--- src/rtl/flash_probe_pkg.sv ---
package flash_probe_pkg;

  localparam int FL_DW = 8;

  localparam logic [FL_DW-1:0] CMD_KEY_A   = 8'hAA;
  localparam logic [FL_DW-1:0] CMD_KEY_B   = 8'h55;
  localparam logic [FL_DW-1:0] CMD_IDENT   = 8'h90;
  localparam logic [FL_DW-1:0] CMD_RDARRAY = 8'hF0;

  localparam int OFS_KEY_A = 'hAAA;
  localparam int OFS_KEY_B = 'h555;
  localparam int OFS_MFR   = 0;
  localparam int OFS_DEV   = 2;

  typedef enum logic [3:0] {
    ST_IDLE,
    ST_KEYA,
    ST_KEYB,
    ST_IDENT,
    ST_WAIT,
    ST_RDMFR,
    ST_CAPMFR,
    ST_RDDEV,
    ST_CAPDEV,
    ST_EXIT
  } probeState_e;

  typedef struct packed {
    logic clrId;
    logic capDev;
  } idStrobe_t;

endpackage

--- src/rtl/probe_ctrl.sv ---
module probe_ctrl
  import flash_probe_pkg::*;
#(
  parameter int ADDR_W      = 24,
  parameter int WAIT_CYCLES = 100
) (
  input  logic                clk,
  input  logic                rstN,
  input  logic                probeReq,
  input  logic                mfrOk,
  output idStrobe_t           strobe,
  output logic [ADDR_W-1:0]   flashAddr,
  output logic [FL_DW-1:0]    flashWrData,
  output logic                flashWrEn,
  output logic                flashRdEn,
  output logic                busy
);

  localparam int WAIT_W = (WAIT_CYCLES < 2) ? 1 : $clog2(WAIT_CYCLES);
  localparam logic [WAIT_W-1:0] WAIT_LAST = WAIT_W'(WAIT_CYCLES - 1);

  probeState_e state, stateNxt;
  logic [WAIT_W-1:0] waitCnt;
  logic pending;
  logic startProbe;

  assign startProbe = (state == ST_IDLE) && (pending || probeReq);

  always_comb begin
    stateNxt = state;
    unique case (state)
      ST_IDLE:   if (startProbe) stateNxt = ST_KEYA;
      ST_KEYA:   stateNxt = ST_KEYB;
      ST_KEYB:   stateNxt = ST_IDENT;
      ST_IDENT:  stateNxt = ST_WAIT;
      ST_WAIT:   if (waitCnt == WAIT_LAST) stateNxt = ST_RDMFR;
      ST_RDMFR:  stateNxt = ST_CAPMFR;
      ST_CAPMFR: stateNxt = mfrOk ? ST_RDDEV : ST_EXIT;
      ST_RDDEV:  stateNxt = ST_CAPDEV;
      ST_CAPDEV: stateNxt = ST_EXIT;
      ST_EXIT:   stateNxt = ST_IDLE;
      default:   stateNxt = ST_IDLE;
    endcase
  end

  always_ff @(posedge clk or negedge rstN) begin
    if (!rstN) begin
      state   <= ST_IDLE;
      pending <= 1'b1;
      waitCnt <= '0;
    end else begin
      state <= stateNxt;
      if (startProbe) pending <= 1'b0;
      if (state == ST_WAIT) waitCnt <= waitCnt + 1'b1;
      else                  waitCnt <= '0;
    end
  end

  always_comb begin
    flashAddr    = '0;
    flashWrData  = '0;
    flashWrEn    = 1'b0;
    flashRdEn    = 1'b0;
    strobe       = '0;
    strobe.clrId = startProbe;
    unique case (state)
      ST_KEYA: begin
        flashWrEn = 1'b1; flashAddr = ADDR_W'(OFS_KEY_A); flashWrData = CMD_KEY_A;
      end
      ST_KEYB: begin
        flashWrEn = 1'b1; flashAddr = ADDR_W'(OFS_KEY_B); flashWrData = CMD_KEY_B;
      end
      ST_IDENT: begin
        flashWrEn = 1'b1; flashAddr = ADDR_W'(OFS_KEY_A); flashWrData = CMD_IDENT;
      end
      ST_RDMFR: begin
        flashRdEn = 1'b1; flashAddr = ADDR_W'(OFS_MFR);
      end
      ST_RDDEV: begin
        flashRdEn = 1'b1; flashAddr = ADDR_W'(OFS_DEV);
      end
      ST_CAPDEV: strobe.capDev = 1'b1;
      ST_EXIT: begin
        flashWrEn = 1'b1; flashAddr = ADDR_W'(OFS_MFR); flashWrData = CMD_RDARRAY;
      end
      default: ;
    endcase
  end

  assign busy = (state != ST_IDLE);

  AST_KEY_ORDER: assert property (@(posedge clk) disable iff (!rstN)
    (flashWrEn && flashWrData == CMD_KEY_B) |-> $past(flashWrEn && flashWrData == CMD_KEY_A));

  AST_DEV_AFTER_MFR: assert property (@(posedge clk) disable iff (!rstN)
    (flashRdEn && flashAddr == ADDR_W'(OFS_DEV)) |-> $past(mfrOk));

  AST_EXIT_IDLE: assert property (@(posedge clk) disable iff (!rstN)
    (flashWrEn && flashWrData == CMD_RDARRAY) |=> !busy);

endmodule

--- src/rtl/probe_dpath.sv ---
module probe_dpath
  import flash_probe_pkg::*;
#(
  parameter int ADDR_W      = 24,
  parameter int CNT_W       = 8,
  parameter int SECT_LOG2   = 16,
  parameter int BOOT_SECTS  = 35,
  parameter int UNI_SECTS   = 128,
  parameter logic [FL_DW-1:0] MFR_ID      = 8'h01,
  parameter logic [FL_DW-1:0] DEV_BOOT_ID = 8'h49,
  parameter logic [FL_DW-1:0] DEV_UNI_ID  = 8'hC8,
  parameter logic [ADDR_W-1:0] HIGH_BASE_BOOT = 24'hE00000,
  parameter logic [ADDR_W-1:0] HIGH_BASE_UNI  = 24'h800000
) (
  input  logic               clk,
  input  logic               rstN,
  input  idStrobe_t          strobe,
  input  logic [FL_DW-1:0]   flashRdData,
  input  logic               lowBoot,
  input  logic [CNT_W-1:0]   sectIdx,
  output logic               mfrOk,
  output logic               devKnown,
  output logic [CNT_W-1:0]   sectCount,
  output logic [ADDR_W-1:0]  devSize,
  output logic               sectValid,
  output logic [ADDR_W-1:0]  sectAddr
);

  localparam logic [ADDR_W-1:0] BOOT_SIZE = ADDR_W'((BOOT_SECTS - 3) << SECT_LOG2);
  localparam logic [ADDR_W-1:0] UNI_SIZE  = ADDR_W'(UNI_SECTS << SECT_LOG2);
  localparam logic [ADDR_W-1:0] SMALL1    = ADDR_W'(1 << (SECT_LOG2 - 2));
  localparam logic [ADDR_W-1:0] SMALL2    = ADDR_W'(3 << (SECT_LOG2 - 3));
  localparam logic [ADDR_W-1:0] SMALL3    = ADDR_W'(1 << (SECT_LOG2 - 1));

  logic isBoot;
  logic [ADDR_W-1:0] relOfs, baseOfs;

  assign mfrOk = (flashRdData == MFR_ID);

  always_ff @(posedge clk or negedge rstN) begin
    if (!rstN) begin
      devKnown  <= 1'b0;
      isBoot    <= 1'b0;
      sectCount <= '0;
      devSize   <= '0;
    end else if (strobe.clrId) begin
      devKnown  <= 1'b0;
      isBoot    <= 1'b0;
      sectCount <= '0;
      devSize   <= '0;
    end else if (strobe.capDev) begin
      if (flashRdData == DEV_BOOT_ID) begin
        devKnown  <= 1'b1;
        isBoot    <= 1'b1;
        sectCount <= CNT_W'(BOOT_SECTS);
        devSize   <= BOOT_SIZE;
      end else if (flashRdData == DEV_UNI_ID) begin
        devKnown  <= 1'b1;
        isBoot    <= 1'b0;
        sectCount <= CNT_W'(UNI_SECTS);
        devSize   <= UNI_SIZE;
      end
    end
  end

  always_comb begin
    if (isBoot) begin
      unique case (sectIdx)
        CNT_W'(0): relOfs = '0;
        CNT_W'(1): relOfs = SMALL1;
        CNT_W'(2): relOfs = SMALL2;
        CNT_W'(3): relOfs = SMALL3;
        default:   relOfs = ADDR_W'(sectIdx - CNT_W'(3)) << SECT_LOG2;
      endcase
    end else begin
      relOfs = ADDR_W'(sectIdx) << SECT_LOG2;
    end
    if (lowBoot)     baseOfs = '0;
    else if (isBoot) baseOfs = HIGH_BASE_BOOT;
    else             baseOfs = HIGH_BASE_UNI;
  end

  assign sectValid = devKnown && (sectIdx < sectCount);
  assign sectAddr  = sectValid ? (baseOfs + relOfs) : '0;

  AST_UNKNOWN_ZERO: assert property (@(posedge clk) disable iff (!rstN)
    !devKnown |-> (sectCount == '0 && devSize == '0));

  AST_LOOKUP_RANGE: assert property (@(posedge clk) disable iff (!rstN)
    sectValid |-> (sectIdx < sectCount));

  AST_INVALID_ZERO: assert property (@(posedge clk) disable iff (!rstN)
    !sectValid |-> (sectAddr == '0));

endmodule

--- src/rtl/flash_probe_map.sv ---
module flash_probe_map
  import flash_probe_pkg::*;
#(
  parameter int ADDR_W      = 24,
  parameter int CNT_W       = 8,
  parameter int WAIT_CYCLES = 100
) (
  input  logic               clk,
  input  logic               rstN,
  input  logic               probeReq,
  input  logic               lowBoot,
  input  logic [CNT_W-1:0]   sectIdx,
  input  logic [7:0]         flashRdData,
  output logic [ADDR_W-1:0]  flashAddr,
  output logic [7:0]         flashWrData,
  output logic               flashWrEn,
  output logic               flashRdEn,
  output logic               busy,
  output logic               devKnown,
  output logic [CNT_W-1:0]   sectCount,
  output logic [ADDR_W-1:0]  devSize,
  output logic               sectValid,
  output logic [ADDR_W-1:0]  sectAddr
);

  idStrobe_t strobe;
  logic mfrOk;

  probe_ctrl #(.ADDR_W(ADDR_W), .WAIT_CYCLES(WAIT_CYCLES)) u_ctrl (
    .clk(clk), .rstN(rstN), .probeReq(probeReq), .mfrOk(mfrOk),
    .strobe(strobe), .flashAddr(flashAddr), .flashWrData(flashWrData),
    .flashWrEn(flashWrEn), .flashRdEn(flashRdEn), .busy(busy)
  );

  probe_dpath #(.ADDR_W(ADDR_W), .CNT_W(CNT_W)) u_dpath (
    .clk(clk), .rstN(rstN), .strobe(strobe), .flashRdData(flashRdData),
    .lowBoot(lowBoot), .sectIdx(sectIdx), .mfrOk(mfrOk),
    .devKnown(devKnown), .sectCount(sectCount), .devSize(devSize),
    .sectValid(sectValid), .sectAddr(sectAddr)
  );

endmodule

--- config.mk ---
export PLATFORM = sky130hd
export DESIGN_NAME = flash_probe_map
export DESIGN_NICKNAME = d
export VERILOG_FILES = /design/src/rtl/flash_probe_pkg.sv /design/src/rtl/probe_ctrl.sv /design/src/rtl/probe_dpath.sv /design/src/rtl/flash_probe_map.sv
export SDC_FILE = /design/constraint.sdc
export NUM_CORES = 1
export LEC_CHECK = 0
export ABC_CLOCK_PERIOD_IN_PS = 5100
export BUFFER_PORTS_ARGS = -buffer_cell sky130_fd_sc_hd__buf_2
export CAP_MARGIN = 20
export CORE_MARGIN = 2
export CORE_UTILIZATION = 27
export DETAILED_ROUTE_END_ITERATION = 8
export SYNTH_ARGS = -nofsm -noshare
export SYNTH_HDL_FRONTEND = slang
export SYNTH_HIERARCHICAL = 1
export SYNTH_SLANG_ARGS = --single-unit
--- constraint.sdc ---
create_clock -name clk -period 5.1 [get_ports clk]
set_clock_uncertainty 0.15 [all_clocks]
set_input_delay 1.275 -clock clk [delete_from_list [all_inputs] [get_ports clk]]
set_output_delay 1.275 -clock clk [all_outputs]
set_load 0.02 [all_outputs]
* After elaboration in Yosys (flattened, before gate mapping)
Index checks and enable logic that the tools add are counted.
** Storage, ports and cells
- Flip-flop bits (word level) :: 46
- Bits of input ports :: 20
- Output and inout port bits :: 93
- Logic and storage cells :: 73
** Operators by class
- $add $sub $neg :: 3
- $lt $le $gt $ge :: 1
- Equal/unequal tests :: 18
- Mux-type cells :: 31
- Reductions and logical operators :: 13
** Operators with widths (number)
- $mux 24 :: 7
- $pmux 24 s4 :: 1
- $pmux 12 s3 :: 1
- $pmux 4 s9 :: 1
- $mux 8 :: 4
- $pmux 8 s4 :: 1
- $add 24x24->24 :: 1
- $mux 23 :: 1
- $eq 4x3->1 const B :: 4
- $eq 8x1->1 const B :: 2
- $eq 8x2->1 const B :: 2
- $mux 4 :: 3
- $mux 1 :: 11
- $eq 4x2->1 const B :: 2
- $eq 4x4->1 const B :: 2
- $eq 8x7->1 const B :: 1
- $eq 8x8->1 const B :: 1
- $logic_not 8->1 :: 1
- $lt 8x8->1 :: 1
- $sub 8x2->8 const B :: 1
- $add 7x1->7 const B :: 1
- $eq 7x7->1 const B :: 1
- $mux 7 :: 1
- $eq 4x1->1 const B :: 1
- other kinds (10) :: 14

* Longest topological paths before layout
Gate-level depths: netlist (run 1).
- Word-level depth :: 5
- Gate-level depth with buffers :: 11
- Depth with buffers taken out :: 10

* Modules after synthesis
Netlist (run 1), hierarchy kept.
** By module, submodules not included
- probe_dpath :: instances 1, cells an instance 129, area each 1001.0 sq um
- probe_ctrl :: instances 1, cells an instance 100, area each 869.6 sq um

* Worst setup path before layout (run 1)
Ideal clock, no wire load.
- Kind :: input port to output port
- Start point :: in sectIdx[3]
- End point :: out sectAddr[23]
- Data arrival time :: 3363 ps
- Slack :: 312 ps
- Stages :: 10
- Path buffers :: 1
- Path through :: or3b_1 buf_2 a211oi_2 xnor2_1 nor2_1 ha_1 fa_1 xnor2_1 o211ai_1 mux2i_1
** Between the ends
- Cells in the longest elaborated chain, start to end :: 5
** Ends and longest elaborated chain
- from (decl) :: line flash_probe_map.sv:12 : input logic [CNT_W-1:0] sectIdx,
- $sub 8x2->8, or another cell as far along :: line probe_dpath.sv:73 : default: relOfs = ADDR_W'(sectIdx - CNT_W'(3)) << SECT_LOG2;
- $pmux 24 s4 :: line probe_dpath.sv:68 : unique case (sectIdx)
- $mux 24 :: line probe_dpath.sv:67 : if (isBoot) begin
- $add 24x24->24 :: line probe_dpath.sv:84 : assign sectAddr = sectValid ? (baseOfs + relOfs) : '0;
- $mux 24 * :: line probe_dpath.sv:84
- to (decl) :: line flash_probe_map.sv:23 : output logic [ADDR_W-1:0] sectAddr
Every way passes the cells marked *; elsewhere a longest branch is shown, timed or not.

* Worst setup path after layout (run 1)
Ends and elaborated chain as after synthesis.

==> reports/qor.csv, run 1 <==
metric;value;unit
outcome;finished, final reports clean;
initial antenna violation count;0;
Yosys top cell by area;buf_4;
VDD IR max;0.271;mV
final net count;303;
fraction of registers with async set/reset;100;%
dpl hpwl;3.00;mm
PwrDens;422;nW/um2
Total Wirelength;3.79;mm
Clock Tree Root;clkbuf_8;
most frequent cells in the layout;buf_2 (61), conb_1 (51), nor2_1 (18);
WS Path Type;in2out;
GPL Wtd Cong;0.912;
synthesized cell area;1870;um2
port bufs;61;
clock latency on the worst-skew pair;0.25;ns
drt first pass iters;4;
cell breakdown of the critical path;buf_2 > or3b_1 > a211oi_2 > xnor2_1 > nor2_1 > ha_1 > fa_1 > xnor2_1 > o211ai_1 > mux2i_1 > buf_2;
CP max stage delay;0.47;ns
metal2 WL;1.69;mm
Worst-Margin Slew;0.690;ns
Ys Warns;6;
CP Max Fanout;5;
Critical Path End Type;output pin;
clock sinks;15;
most common cell after layout, fill and taps aside;buf_2;
TritonCTS clock tree;built;
RSZ-0062 raised after global routing;false;
Hold Crit Class;reg2reg;
# rows;30;
Antenna Cells;0;
WHS;0.341;ns
Final Setup Violations;0;
#FFs+latches synth;15;
post-CTS setup buffers;0;
Worst slew margin;53.6;%
static leakage;1.07;nW
routed length on met1;1.78;mm
fraction of layout instances using a drive strength above 1;29.0;%
Post-Syn Instances;229;
Synth-to-Final Area Change;6.69;%
Max Clk Rate;204;MHz
Synth top area share;27.3;%
Vias per Instance;4.36;
register area share after synthesis;20.1;%
Buffers & Inverters on Critical Path;2;
Synth cell types;55;
cts hold-fix bufs;0;
H-tree depth;1;
CP Data Required Time;3.67;ns
vias in the first global route;1251;
maximum number of pins on one net before global-route repair;17;
Period Utilization, post-route;96.3;%
initial DRC count;45;
final slew viol count;0;
wire per inst;10.8;um
starting density of the core;27.7;%
fin crit period;4.91;ns
MaxCap Viol Count;0;
Synth area leaders;buf_4 (27%), dfrtp_1 (19%), ha_1 (6.0%), nor2_1 (3.6%), xnor2_1 (3.3%);
Clock transition at path regs;0.06;ns
EDFF count, synth;0;
core area;6760;um2
DRC;0;
die footprint;7610;um2
critical path's top delay family;adder cells;
ys flop type;dfrtp_1;
Longest Clk Path Bufs;2;
die width;87.2;um
Vias;1533;
Crit path arrival time;3.48;ns
post-CTS sizing;0;
CTS Buf Count;3;
# IOs;113;
DR top layer;met3;
CP max stage cell;or3b_1;
post-route ant nets;0;
met3 wire length;323;um
Setup TNS;0;ns
Final Hold Viols;0;
Critical Path Source Type;input pin;
Die Y;87.2;um
syn_area_per_cell;8.17;um2
total gr overflow;0;
global-route wire length before repair;5.85;mm
GRT Overall Usage;9.32;%
synthesized netlist by cell type, drive strengths merged (6+ instances only):
master,count
a21oi,12
buf,73
dfrtp,14
ha,9
inv,7
nand2,8
nor2,18
nor4,6
xnor2,7
worst reg2reg max path: stages (launching register included):
cell     delay (ns)
dfrtp_1        0.64
nor4b_2        0.37
and3_1         0.23
and3b_1        0.19
o22a_1         0.14
nor2_1         0.04
sequential cells by signal, summed over array words and instances, names as in the netlist:
signal / flops
u_ctrl/waitCnt: 7
u_ctrl/state: 4
u_ctrl/pending: 1
u_dpath/devKnown: 1
u_dpath/devSize: 1
u_dpath/sectCount: 1
worst paths after layout:
kind / start / end / slack [ns] / cells after the start
worst max-delay path: sectIdx[3] / sectAddr[23] / 0.19 / 11
worst min-delay path: u_ctrl/waitCnt[0] / u_ctrl/waitCnt[0] / 0.34 / 1
worst max register to register: u_ctrl/state[3] / u_dpath/sectCount[7] / 3.23 / 5
worst min register to register: u_ctrl/waitCnt[0] / u_ctrl/waitCnt[0] / 0.34 / 1
max in group asynchronous: rstN / u_ctrl/pending / 3.72 / 1
min in group asynchronous: rstN / u_ctrl/waitCnt[1] / 0.78 / 1
routing by layer:
metal	up-vias	global-route usage [%]
met5	-	0
met4	0	2.10
met3	0	1.61
met2	80	15.3
met1	702	12.8
li1	751	-
through the flow:
| stage | instances | power (mW) | utilization [%] | setup WS, ns | area, um2 |
|---|---|---|---|---|---|
| after floorplan | 278 | 0.710 | - | 0.312 | 2050 |
| after global placement | 348 | 0.743 | 28.8 | 0.200 | 1940 |
| after detailed placement | 348 | 0.746 | 28.8 | 0.195 | 1940 |
| after CTS | 352 | 0.849 | 29.4 | 0.164 | 1990 |
| after global routing | 352 | 0.910 | 29.5 | 0.00434 | 2000 |
| final | 352 | 0.842 | 29.5 | 0.191 | 2000 |
report_power, final:
part	switching [mW]	leakage, nW	internal (mW)
Clock	0.0417	0.0228	0.0553
Combinational	0.348	0.854	0.182
Sequential	0.0732	0.195	0.142
Total	0.463	1.07	0.380
kinds of logic (layout without fill, tap and decap cells):
logic type	after synthesis	after routing	share of synthesized area, %
simple gates	73	73	23.1
other cells	2	51	0.401
xor+xnor	12	12	5.62
mux	1	1	0.535
flops	15	15	20.1
fa+ha+maj	10	10	7.09
compound gates	34	34	12.6
buf+inv	82	76	30.5
cell type report:
type,instances,area (um2)
fill,726,4760
multi-input combinational,181,1110
sequential,15,377
timing repair buffer,64,328
tap,80,100
clock buffer,4,45.0
inverter,8,31.3
(Power assumes the default switching activity.)
==> run 2, diff against run 1 <==
- CORE_UTILIZATION: 27 -> 40
- PLACE_DENSITY: default -> 0.75
==> run 2 against run 1 <==
Against the previous run: non-clock buffer count down 1; via count down 1.4%; fmax down 2.7%; critical path depth unchanged; global-route usage up 3.3 points; total power down 0.28%; die area down 31%; sequential power about the same; design area down 1.9%; largest cell class unchanged.
==> reports/qor.csv, run 2 (synthesis gave the netlist of run 1 again) <==
metric;value;unit
vias in the first global route;1180;
most common cell after layout, fill and taps aside;buf_2;
post-route ant nets;0;
Final Hold Viols;0;
CP Data Required Time;3.67;ns
final net count;302;
CP max stage delay;0.49;ns
post-CTS sizing;0;
Hold Crit Class;reg2reg;
VDD IR max;0.312;mV
MaxCap Viol Count;0;
Antenna Cells;0;
GPL Wtd Cong;0.915;
# IOs;113;
cts hold-fix bufs;0;
outcome;finished, final reports clean;
port bufs;61;
H-tree depth;1;
number of flip-flops in the largest register;7;
initial DRC count;61;
core area;4440;um2
PwrDens;429;nW/um2
Crit path arrival time;3.62;ns
TritonCTS clock tree;built;
global-route wire length before repair;5.44;mm
Clock Tree Root;clkbuf_8;
fraction of layout instances using a drive strength above 1;29.2;%
Critical Path Source Type;input pin;
WS Path Type;in2out;
Clock transition at path regs;0.07;ns
Max Clk Rate;198;MHz
r2r endpoint;u_dpath/sectCount[7];
Worst-Margin Slew;0.703;ns
Critical path origin;sectIdx[4];
GRT Overall Usage;12.6;%
Critical Path End Type;output pin;
CP Max Fanout;6;
Worst R2R Start;u_ctrl/state[3];
Period Utilization, post-route;99.0;%
die footprint;5240;um2
die width;72.4;um
static leakage;1.07;nW
fin cells;323;
Final Setup Violations;0;
fin crit period;5.05;ns
cell breakdown of the critical path;buf_2 > nor4_1 > o41ai_2 > nor2_1 > nor2_1 > ha_1 > fa_1 > xnor2_1 > o211ai_1 > mux2i_1 > buf_2;
Longest Clk Path Bufs;2;
wire per inst;11.2;um
WHS;0.336;ns
maximum number of pins on one net before global-route repair;17;
Worst slew margin;52.7;%
CP max stage cell;nor4_1;
Vias per Instance;4.68;
fillcell total;428;
starting density of the core;42.1;%
Die Y;72.4;um
final slew viol count;0;
Synth-to-Final Area Change;4.62;%
post-CTS setup buffers;0;
Total Wirelength;3.63;mm
Vias;1512;
R2R Setup Slk;3.26;ns
DRC;0;
worst setup path end;sectAddr[23];
CTS Buf Count;3;
total gr overflow;0;
most frequent cells in the layout;buf_2 (61), conb_1 (51), nor2_1 (18);
initial antenna violation count;0;
clock sinks;15;
Biggest register;u_ctrl/waitCnt;
Placed Instances;319;
# rows;24;
dpl hpwl;2.87;mm
drt first pass iters;5;
Largest regs;u_ctrl/waitCnt: 7 flops, u_ctrl/state: 4 flops;
clock latency on the worst-skew pair;0.25;ns
R2R depth;5;
run 2: worst min path at each step:
stage | start | end | slack, ns | cells past startpoint
after floorplan | u_ctrl/waitCnt[0] | u_ctrl/waitCnt[0] | 0.30 | 1
after global placement | u_ctrl/waitCnt[0] | u_ctrl/waitCnt[0] | 0.32 | 1
after detailed placement | u_ctrl/waitCnt[0] | u_ctrl/waitCnt[0] | 0.33 | 1
after CTS | u_ctrl/waitCnt[0] | u_ctrl/waitCnt[0] | 0.34 | 1
after global routing | u_ctrl/pending | u_ctrl/pending | 0.36 | 1
final | u_ctrl/waitCnt[0] | u_ctrl/waitCnt[0] | 0.34 | 1
run 2: metrics by stage:
step           total power [mW]  util, %  setup WS, ns  TNS (ns)  area, um2
6_report                  0.840     44.0        0.0530         0       1960
5_1_grt                   0.906     44.0       -0.0634   -0.0634       1960
4_1_cts                   0.846     43.9         0.143         0       1950
3_5_place_dp              0.742     42.8         0.145         0       1900
3_3_place_gp              0.736     42.8         0.202         0       1900
2_1_floorplan             0.710        -         0.312         0       2050
run 2: metal layers:
| metal | up-vias | part of all wire (%) | GRT usage [%] |
|---|---|---|---|
| li1 | 752 | - | - |
| met1 | 680 | 44 | 17.2 |
| met2 | 80 | 46 | 21.4 |
| met3 | 0 | 9.4 | 2.08 |
| met4 | 0 | 0 | 1.85 |
| met5 | - | 0 | 0 |
run 2: critical path, delay by kind of cell:
family,cells,cell delay (ns)
compound gates,2,0.29
xor+xnor,1,0.17
fa+ha+maj,2,0.60
buf+inv,2,0.33
mux,1,0.13
simple gates,3,0.80
run 2: power by group:
group | internal [mW] | total, mW | leakage (nW) | switching, mW
Clock | 0.0548 | 0.0987 | 0.0217 | 0.0439
Sequential | 0.142 | 0.214 | 0.195 | 0.0713
Combinational | 0.181 | 0.528 | 0.849 | 0.347
Total | 0.378 | 0.840 | 1.07 | 0.462
run 2: final cells by class:
type / count / area [um2] / share of cell area [%]
Tap cell: 52 / 65.1 / 3.32
Timing Repair Buffer: 63 / 320 / 16.4
Inverter: 8 / 31.3 / 1.60
Clock buffer: 3 / 41.3 / 2.11
Sequential cell: 15 / 377 / 19.2
Clock inverter: 1 / 7.51 / 0.384
Multi-Input combinational cell: 181 / 1110 / 57.0
==> run 3, diff against run 2 <==
- ABC_CLOCK_PERIOD_IN_PS: 5100 -> 6300
- CAP_MARGIN: 20 -> 10
- clock period: 5.1 -> 6.3 ns (I/O delays scaled with it)
==> run 3 against run 2 <==
Against the previous run: non-clock buffer count down 1; via count up 0.53%; routed wire length down 1.2%; cell count down 0.31%; worst setup slack better by 0.52 ns; die area unchanged; first-iteration DRC count up 9.8%; combinational power down 19%; total power down 20%; sequential power down 20%; sequential cell count unchanged; largest power group unchanged.
==> reports/qor.csv, run 3 (synthesis gave the netlist of run 1 again) <==
metric;value;unit
Critical path origin;sectIdx[4];
Synth-to-Final Area Change;3.61;%
clock sinks;15;
Period Utilization, post-route;90.9;%
R2R depth;5;
Comb pwr share;63.4;%
WS Path Type;in2out;
# IOs;113;
core area;4440;um2
cts hold-fix bufs;0;
Clock Tree Root;clkbuf_8;
Largest regs;u_ctrl/waitCnt: 7 flops, u_ctrl/state: 4 flops;
Total Wirelength;3.58;mm
Final Hold Viols;0;
Antenna Cells;0;
outcome;finished, final reports clean;
sw power;0.369;mW
starting density of the core;42.1;%
Longest Clk Path Bufs;2;
Setup TNS;0;ns
R2R Setup Slk;4.50;ns
clock latency on the worst-skew pair;0.24;ns
# rows;24;
Worst slew margin;57.9;%
GPL Wtd Cong;0.883;
Worst-Margin Slew;0.625;ns
die width;72.4;um
Final Setup Violations;0;
GRT Overall Usage;13.7;%
worst hold start;u_ctrl/waitCnt[0];
Die Y;72.4;um
MaxCap Viol Count;0;
Crit path arrival time;4.00;ns
fin crit period;5.73;ns
r2r endpoint;u_dpath/sectCount[7];
dpl hpwl;2.88;mm
Pint;0.306;mW
CP Data Required Time;4.58;ns
vias in the first global route;1266;
PwrDens;349;nW/um2
total gr overflow;0;
maximum number of pins on one net before global-route repair;17;
Critical Path Source Type;input pin;
Vias;1520;
post-CTS setup buffers;0;
global-route wire length before repair;5.91;mm
Worst R2R Start;u_ctrl/state[3];
fraction of layout instances using a drive strength above 1;28.1;%
wire per inst;11.1;um
number of flip-flops in the largest register;7;
sw frac;54.7;%
setup ws final;0.573;ns
initial DRC count;67;
Clock transition at path regs;0.06;ns
post-route ant nets;0;
VDD IR max;0.294;mV
Biggest register;u_ctrl/waitCnt;
port bufs;61;
CTS Buf Count;3;
final net count;301;
most frequent cells in the layout;buf_2 (61), conb_1 (51), nor2_1 (18);
final slew viol count;0;
Max Clk Rate;175;MHz
TritonCTS clock tree;built;
Critical Path End Type;output pin;
Hold Crit Class;reg2reg;
Setup Slack @ Placement;0.623;ns
Clock power frac;11.3;%
Worst Hold Path EP;u_ctrl/waitCnt[0];
H-tree depth;1;
drt first pass iters;4;
die footprint;5240;um2
initial antenna violation count;0;
most common cell after layout, fill and taps aside;buf_2;
Hold Path Stages;1;
CP Max Fanout;6;
post-CTS sizing;0;
static leakage;1.06;nW
DRC;0;
Vias per Instance;4.72;
RSZ-0062 raised after global routing;false;
Reg power frac;25.4;%
run 3: power groups by stage:
stage / clock (mW) / sequential, mW / combinational [mW]
after global routing: 0.0837 / 0.180 / 0.465
final: 0.0762 / 0.171 / 0.428
after floorplan: 0 / 0.141 / 0.433
after detailed placement: 0 / 0.174 / 0.428
after CTS: 0.0791 / 0.172 / 0.430
after global placement: 0 / 0.172 / 0.426
run 3: worst max-delay path, cell delays in order:
cell	delay, ns
buf_2	0.14
nor4_1	0.35
o41ai_1	0.14
buf_4	0.16
nor2_1	0.33
nor2_1	0.10
ha_1	0.21
fa_1	0.41
xor2_1	0.18
o211ai_1	0.10
mux2i_1	0.12
buf_2	0.18
run 3: how the worst max path moves through the flow:
| stage | to | slack (ns) | cells after the start |
|---|---|---|---|
| after floorplan | sectAddr[23] | 0.91 | 10 |
| after global placement | sectAddr[23] | 0.66 | 12 |
| after detailed placement | sectAddr[23] | 0.62 | 12 |
| after CTS | sectAddr[23] | 0.60 | 12 |
| after global routing | sectAddr[23] | 0.31 | 12 |
| final | sectAddr[23] | 0.57 | 12 |
run 3: cell type report:
type                            count  area (um2)
Fill cell                         437        2510
Multi-Input combinational cell    181        1110
Sequential cell                    15         377
Timing Repair Buffer               62         313
Tap cell                           52        65.1
Clock buffer                        4        45.0
Inverter                            8        31.3
run 3: routing by layer:
metal  vias to the layer above  GRT usage (%)  share of wire, %
met5                         -              0                 0
met4                         0           4.73               1.1
met3                         4           1.81               9.5
met2                        85           22.1                46
met1                       685           18.9                44
li1                        746              -                 -
run 3: metrics by stage:
stage	cells	utilization [%]	cell area, um2	hold WS [ns]	power (mW)
floorplan	278	-	2050	0.303	0.574
global placement	318	42.6	1890	0.324	0.598
detailed placement	318	42.6	1890	0.329	0.602
CTS	322	43.6	1940	0.337	0.681
global route	322	43.6	1940	0.365	0.729
finish	322	43.6	1940	0.334	0.676
